**src/rtl/bru_pkg.sv**
```systemverilog
package bru_pkg;

  typedef enum logic [1:0] {
    POL_FREEZE      = 2'd0,
    POL_PNT         = 2'd1,
    POL_DELAY       = 2'd2,
    POL_DELAY_ANNUL = 2'd3
  } policy_e;

  typedef enum logic {
    COND_EQ  = 1'b0,
    COND_NEZ = 1'b1
  } cond_e;

  typedef struct packed {
    logic take_target;  // fetch goes to branch target
    logic replay;       // fetch returns to branch PC + 4
    logic squash;       // next decode entry becomes a bubble
    logic bubble_stall; // fetch of this cycle is wasted
  } redirect_t;

endpackage

```
**src/rtl/bru_cond.sv**
```systemverilog
module bru_cond
  import bru_pkg::*;
#(
  parameter int XLEN = 32
) (
  input  cond_e            kind,
  input  logic [XLEN-1:0]  rs,
  input  logic [XLEN-1:0]  rt,
  output logic             taken
);

  logic eq_hit;
  logic nz_hit;

  assign eq_hit = (rs == rt);
  assign nz_hit = |rs;

  always_comb begin
    unique case (kind)
      COND_EQ:  taken = eq_hit;
      COND_NEZ: taken = nz_hit;
      default:  taken = 1'b0;
    endcase
  end

endmodule

```
**src/rtl/bru_target.sv**
```systemverilog
module bru_target #(
  parameter int XLEN = 32,
  parameter int OFFW = 16
) (
  input  logic [XLEN-1:0] br_pc,
  input  logic [OFFW-1:0] offset,
  output logic [XLEN-1:0] fall_pc,
  output logic [XLEN-1:0] target
);

  localparam int              EXTW = XLEN - OFFW - 2;
  localparam logic [XLEN-1:0] STEP = XLEN'(4);

  logic [XLEN-1:0] byte_off;

  assign byte_off = {{EXTW{offset[OFFW-1]}}, offset, 2'b00};
  assign fall_pc  = br_pc + STEP;
  assign target   = fall_pc + byte_off;

endmodule

```
**src/rtl/bru_policy.sv**
```systemverilog
module bru_policy
  import bru_pkg::*;
(
  input  policy_e   pol,
  input  logic      br_live,
  input  logic      taken,
  output redirect_t act
);

  always_comb begin
    act = '0;
    if (br_live) begin
      act.take_target = taken;
      unique case (pol)
        POL_FREEZE: begin
          act.replay       = !taken;
          act.squash       = 1'b1;
          act.bubble_stall = 1'b1;
        end
        POL_PNT:         act.squash = taken;
        POL_DELAY:       act.squash = 1'b0;
        POL_DELAY_ANNUL: act.squash = !taken;
        default:         act = '0;
      endcase
    end
  end

endmodule

```
**src/rtl/branch_redirect_unit.sv**
```systemverilog
module branch_redirect_unit
  import bru_pkg::*;
#(
  parameter int              XLEN     = 32,
  parameter int              OFFW     = 16,
  parameter int              INSTW    = 32,
  parameter logic [XLEN-1:0] RESET_PC = '0
) (
  input  logic             clk,
  input  logic             rst,
  input  logic [1:0]       mode_i,
  input  logic             hold_i,
  input  logic [INSTW-1:0] if_instr_i,
  input  logic             dec_br_valid_i,
  input  logic             dec_br_kind_i,
  input  logic [XLEN-1:0]  dec_rs_i,
  input  logic [XLEN-1:0]  dec_rt_i,
  input  logic [OFFW-1:0]  dec_off_i,
  output logic [XLEN-1:0]  pc_o,
  output logic             if_stall_o,
  output logic [INSTW-1:0] id_instr_o,
  output logic             id_valid_o
);

  localparam logic [XLEN-1:0] STEP = XLEN'(4);

  logic [XLEN-1:0]  pc_q;
  logic [XLEN-1:0]  id_pc_q;
  logic [INSTW-1:0] id_instr_q;
  logic             id_valid_q;
  policy_e          mode_q;

  logic             br_live;
  logic             taken;
  logic [XLEN-1:0]  fall_pc;
  logic [XLEN-1:0]  br_target;
  logic [XLEN-1:0]  pc_next;
  redirect_t        act;

  // a branch flag on a bubble is ignored
  assign br_live = dec_br_valid_i && id_valid_q;

  bru_cond #(.XLEN(XLEN)) u_cond (
    .kind  (cond_e'(dec_br_kind_i)),
    .rs    (dec_rs_i),
    .rt    (dec_rt_i),
    .taken (taken)
  );

  bru_target #(.XLEN(XLEN), .OFFW(OFFW)) u_target (
    .br_pc   (id_pc_q),
    .offset  (dec_off_i),
    .fall_pc (fall_pc),
    .target  (br_target)
  );

  bru_policy u_policy (
    .pol     (mode_q),
    .br_live (br_live),
    .taken   (taken),
    .act     (act)
  );

  always_comb begin
    if (act.take_target)  pc_next = br_target;
    else if (act.replay)  pc_next = fall_pc;
    else                  pc_next = pc_q + STEP;
  end

  always_ff @(posedge clk) begin
    if (rst) begin
      pc_q       <= RESET_PC;
      id_pc_q    <= '0;
      id_instr_q <= '0;
      id_valid_q <= 1'b0;
      mode_q     <= policy_e'(mode_i);
    end else begin
      if (!br_live) mode_q <= policy_e'(mode_i);
      if (!hold_i) begin
        pc_q       <= pc_next;
        id_pc_q    <= pc_q;
        id_instr_q <= act.squash ? '0 : if_instr_i;
        id_valid_q <= !act.squash;
      end
    end
  end

  assign pc_o       = pc_q;
  assign id_instr_o = id_instr_q;
  assign id_valid_o = id_valid_q;
  assign if_stall_o = hold_i || act.bubble_stall;

  // plain sequential flow
  a_r2_seq_step: assert property (@(posedge clk) disable iff (rst)
    (!br_live && !hold_i) |=> (pc_q == $past(pc_q) + STEP));

  // freeze always inserts a bubble
  a_r4_freeze_bubble: assert property (@(posedge clk) disable iff (rst)
    (br_live && mode_q == POL_FREEZE && !hold_i) |=> (!id_valid_q && id_instr_q == '0));

  // not-taken under predict-not-taken flows on
  a_r5_pnt_flow: assert property (@(posedge clk) disable iff (rst)
    (br_live && mode_q == POL_PNT && !taken && !hold_i) |=> (id_valid_q && pc_q == $past(pc_q) + STEP));

  // a taken branch lands on the target in every policy
  a_r6_taken_target: assert property (@(posedge clk) disable iff (rst)
    (br_live && taken && !hold_i) |=> (pc_q == $past(br_target)));

  // the delayed slot survives
  a_r7_slot_kept: assert property (@(posedge clk) disable iff (rst)
    (br_live && mode_q == POL_DELAY && !hold_i) |=> id_valid_q);

  // annul on fall-through
  a_r8_annul_slot: assert property (@(posedge clk) disable iff (rst)
    (br_live && mode_q == POL_DELAY_ANNUL && !taken && !hold_i) |=> !id_valid_q);

  // stall freezes the front end
  a_r9_hold_freeze: assert property (@(posedge clk) disable iff (rst)
    hold_i |=> ($stable(pc_q) && $stable(id_valid_q) && $stable(id_instr_q)));

  // policy does not change under a live branch
  a_r10_mode_stable: assert property (@(posedge clk) disable iff (rst)
    br_live |=> $stable(mode_q));

endmodule

```
**config.mk**
```make
export PLATFORM = sky130hd
export DESIGN_NAME = branch_redirect_unit
export DESIGN_NICKNAME = d
export VERILOG_FILES = /design/src/rtl/bru_pkg.sv /design/src/rtl/bru_cond.sv /design/src/rtl/bru_target.sv /design/src/rtl/bru_policy.sv /design/src/rtl/branch_redirect_unit.sv
export SDC_FILE = /design/constraint.sdc
export NUM_CORES = 1
export LEC_CHECK = 0
export BUFFER_PORTS_ARGS = -buffer_cell sky130_fd_sc_hd__buf_2
export CAP_MARGIN = 10
export CORE_MARGIN = 3
export CORE_UTILIZATION = 45
export DETAILED_ROUTE_END_ITERATION = 8
export PLACE_DENSITY = 0.7
export SLEW_MARGIN = 20
export SYNTH_ARGS = -nofsm -noshare
export SYNTH_HDL_FRONTEND = slang
export SYNTH_SLANG_ARGS = --single-unit
```
**constraint.sdc**
```tcl
create_clock -name clk -period 9.9 [get_ports clk]
set_input_delay 1.98 -clock clk [delete_from_list [all_inputs] [get_ports clk]]
set_output_delay 1.98 -clock clk [all_outputs]
set_load 0.02 [all_outputs]
```
==> results.md <==
- Number of failing setup endpoints in the final timing report: 0
- Startpoint-to-endpoint class of the critical path: in -> out
- Aggregate routed wire length: about 22000 um
- Post-synthesis sequential element count: 99
- Post-CTS setup buffer count: 0
- Max Fclk: ~190 MHz
- Number of DRC markers after the initial detailed-route iteration: roughly 460
- Outcome: complete, no violations
- Vias per std cell: about 5.7
- Crit Path Max Fanout: 62
- Total gr overflow: 0
- Number of slew-limit violations in the final report: 0
- Post-synth EDFFs: 2
- Setup repair after global routing missed its margin: no
- Number of max-cap violations: 0
- Hold crit path type: reg -> reg
- Cells after Synth: 829
- Worst path required time: just under 8 ns
- Cell count after placement: ~1200
- Clock latency on the worst-skew pair: approximately 0.36 ns
- Final period util: 0.5226
- Setup Skew: roughly 0.0094 ns
- Area growth from synthesis to layout: 18.62%
- Tightest slew margin relative to the limit: 0.3493
- Initial Util: 0.4660
- Number of distinct library cells after synthesis: 75
- Routability cong.: approximately 0.92
- Power density over cell area: 122.1 mW/mm^2
- Largest buffer count on any clock path: 2
- CTS clock-pin slew for the worst setup and hold paths: 0.08 ns
- Per-instance average area after synthesis: 8.672 sq um
- CTS tree: built
- DRT antenna net count: 0
- Number of antenna violations at the first check in global routing: 1
- Most instantiated flip-flop cell in the synthesis netlist: sky130_fd_sc_hd__dfxtp_1
- DRC violation count after routing: 0
- Yosys Warn Count: 0
- Largest net degree at the start of global routing: 63
- First drt pass iteration count: 5
- GR Util All Layers: 0.2380
- Cts-stage hold buffer count: 0
- Placement row count: 45
- Worst-margin pin slew: about 0.98 ns
- Vias in the first global route: between 6000 and 7000
- Worst setup EP type: primary output
- Height of the die: 132.4 um
- Clock Root Buffer: sky130_fd_sc_hd__clkbuf_16
- Layout Nets: 1147
- Synthesized netlist net count: 987
- Post-synth design cell area: between 0.007 and 0.008 sq mm
- Filler-free cell count of the finished design: ~1200
- Reg2Reg Setup Slack: slightly above 6 ns
- Part of the Yosys area used for sequential elements: 0.2785
- Leak: 3.751 nW
- N_diodes: 0
- Post-DP HPWL: between 15000 and 20000 um
- Kind of launch point of the worst setup path: primary input
- Clock period minus worst slack: a little over 5 ns
- Final Hold Fails: 0
- Leading cell types in the layout, fill and taps excluded: 184 x sky130_fd_sc_hd__buf_2, 97 x sky130_fd_sc_hd__dfxtp_1, 84 x sky130_fd_sc_hd__xnor2_1
- Total vias in the final route: a little under 7000
- Total Neg Setup Slack: 0 ns
- Width of the chip: roughly 130 um
- Number of top-level design ports: 185
- Inserted Clock Buffers: 9
- VDD IR max: just under 0.00009 V
- Commonest non-fill, non-tap cell in the layout: sky130_fd_sc_hd__buf_2
- Global-route wire length before repair: approximately 34000 um
- Total clock sinks: roughly 100
- Routed WL per cell: between 15 and 20 um
- Layout cells sized above 1: 0.2364
- Resized cells post-CTS: 0
- Number of buffers added on ports: approximately 180
- Fraction of registers with async set/reset: 0
- CORE AREA: 0.01543 sq mm
- Maximum level of the CTS H-tree: 3
- Arrival time of the worst setup path: about 3.2 ns
- Floorplan die area: about 0.018 sq mm
cell usage after synthesis, types with 3 or more instances:
master / number / area (sq um)
sky130_fd_sc_hd__buf_2: 7 / 35.03
sky130_fd_sc_hd__a2111oi_0: 4 / 35.03
sky130_fd_sc_hd__o31a_1: 3 / 26.28
sky130_fd_sc_hd__o22ai_1: 4 / 25.02
sky130_fd_sc_hd__xnor2_1: 84 / 735.7
sky130_fd_sc_hd__dfxtp_1: 97 / 1942
sky130_fd_sc_hd__nand4_1: 32 / 200.2
sky130_fd_sc_hd__nand2_1: 35 / 131.4
sky130_fd_sc_hd__a21boi_0: 3 / 22.52
sky130_fd_sc_hd__xor2_1: 24 / 210.2
sky130_fd_sc_hd__a211o_1: 4 / 35.03
sky130_fd_sc_hd__o21a_1: 10 / 75.07
sky130_fd_sc_hd__a21oi_1: 39 / 195.2
sky130_fd_sc_hd__ha_1: 38 / 475.5
sky130_fd_sc_hd__o221a_2: 4 / 45.04
sky130_fd_sc_hd__inv_1: 19 / 71.32
sky130_fd_sc_hd__o21ai_1: 3 / 15.01
sky130_fd_sc_hd__nor2_1: 80 / 300.3
sky130_fd_sc_hd__a211oi_1: 13 / 97.59
sky130_fd_sc_hd__a221oi_1: 3 / 26.28
sky130_fd_sc_hd__and2_1: 4 / 25.02
sky130_fd_sc_hd__or3_1: 4 / 25.02
sky130_fd_sc_hd__nor3_1: 16 / 80.08
sky130_fd_sc_hd__o211a_1: 4 / 40.04
sky130_fd_sc_hd__nand2b_1: 3 / 18.77
sky130_fd_sc_hd__clkbuf_1: 28 / 105.1
sky130_fd_sc_hd__and3_1: 11 / 68.82
sky130_fd_sc_hd__a22o_1: 33 / 289.0
sky130_fd_sc_hd__and4_1: 11 / 96.34
sky130_fd_sc_hd__o211ai_1: 4 / 30.03
sky130_fd_sc_hd__o21ai_0: 27 / 135.1
sky130_fd_sc_hd__nand3_1: 39 / 195.2
sky130_fd_sc_hd__nor4_1: 12 / 75.07
sky130_fd_sc_hd__o221ai_1: 3 / 26.28
sky130_fd_sc_hd__mux2i_1: 52 / 520.5
sky130_fd_sc_hd__a21o_1: 14 / 105.1
sky130_fd_sc_hd__mux2_2: 4 / 45.04
report_power, final:
group / internal (mW) / switching [mW]
Combinational: 0.0999 / 0.130
Sequential: 0.421 / 0.0265
Clock: 0.182 / 0.181
metal layers:
layer | vias to the layer above | wire [um] | GRT usage
met5 | - | 0 | 0
met1 | 3182 | 9459 | 0.3045
met3 | 26 | 1374 | 0.03893
li1 | 3404 | - | -
met2 | 262 | 10370 | 0.4070
met4 | 0 | 442 | 0.08199
cells by family (layout without fill, tap and decap cells):
family,count (synthesis),in the layout,synth area share
xor+xnor,110,110,0.1361
simple gates,262,262,0.1911
fa+ha+maj,39,39,0.06892
buf+inv,61,226,0.04003
compound gates,200,200,0.2036
flops,99,99,0.2785
mux,58,58,0.08180
sequential cells by signal, indices dropped and copies added (netlist names):
name and flops:
id_instr_o 32, mode_q 2, id_pc_q 32, pc_o 32, id_valid_o 1
critical path: stages:
cell and delay [ns]:
sky130_fd_sc_hd__buf_2 0.08, sky130_fd_sc_hd__buf_4 0.66, sky130_fd_sc_hd__inv_1 0.14, sky130_fd_sc_hd__nand2_1 0.12
sky130_fd_sc_hd__buf_2 0.17
area by class of cell:
class | count | area [sq um]
fillers | 1485 | 6899
multi-input cells | 669 | 4903
flip-flops and latches | 99 | 2002
repair buffers | 191 | 973.4
well taps | 211 | 264.0
clock buffers | 9 | 225.2
clock inverters | 7 | 88.84
inverters | 19 | 71.32
final timing paths:
path	from	end	cells past startpoint
hold reg to reg	id_instr_o[4]	id_instr_o[4]	1
setup / recovery	hold_i	if_stall_o	5
hold / removal	id_instr_o[4]	id_instr_o[4]	1
setup reg to reg	id_pc_q[4]	pc_o[31]	12
per-stage QoR:
step | util | cell area (sq um) | setup WS, ns | power (mW) | hold slack, ns
6_report | 0.5528 | 8528 | 4.727 | 1.041 | 0.4739
5_1_grt | 0.5528 | 8528 | 4.674 | 1.087 | 0.4900
3_3_place_gp | 0.5324 | 8213 | 4.769 | 0.6817 | 0.4518
2_1_floorplan | - | 7189 | 4.912 | 0.6020 | 0.4601
3_5_place_dp | 0.5324 | 8213 | 4.768 | 0.6844 | 0.4500
4_1_cts | 0.5527 | 8527 | 4.767 | 1.049 | 0.4768
Power figures use the tool's default switching activity.
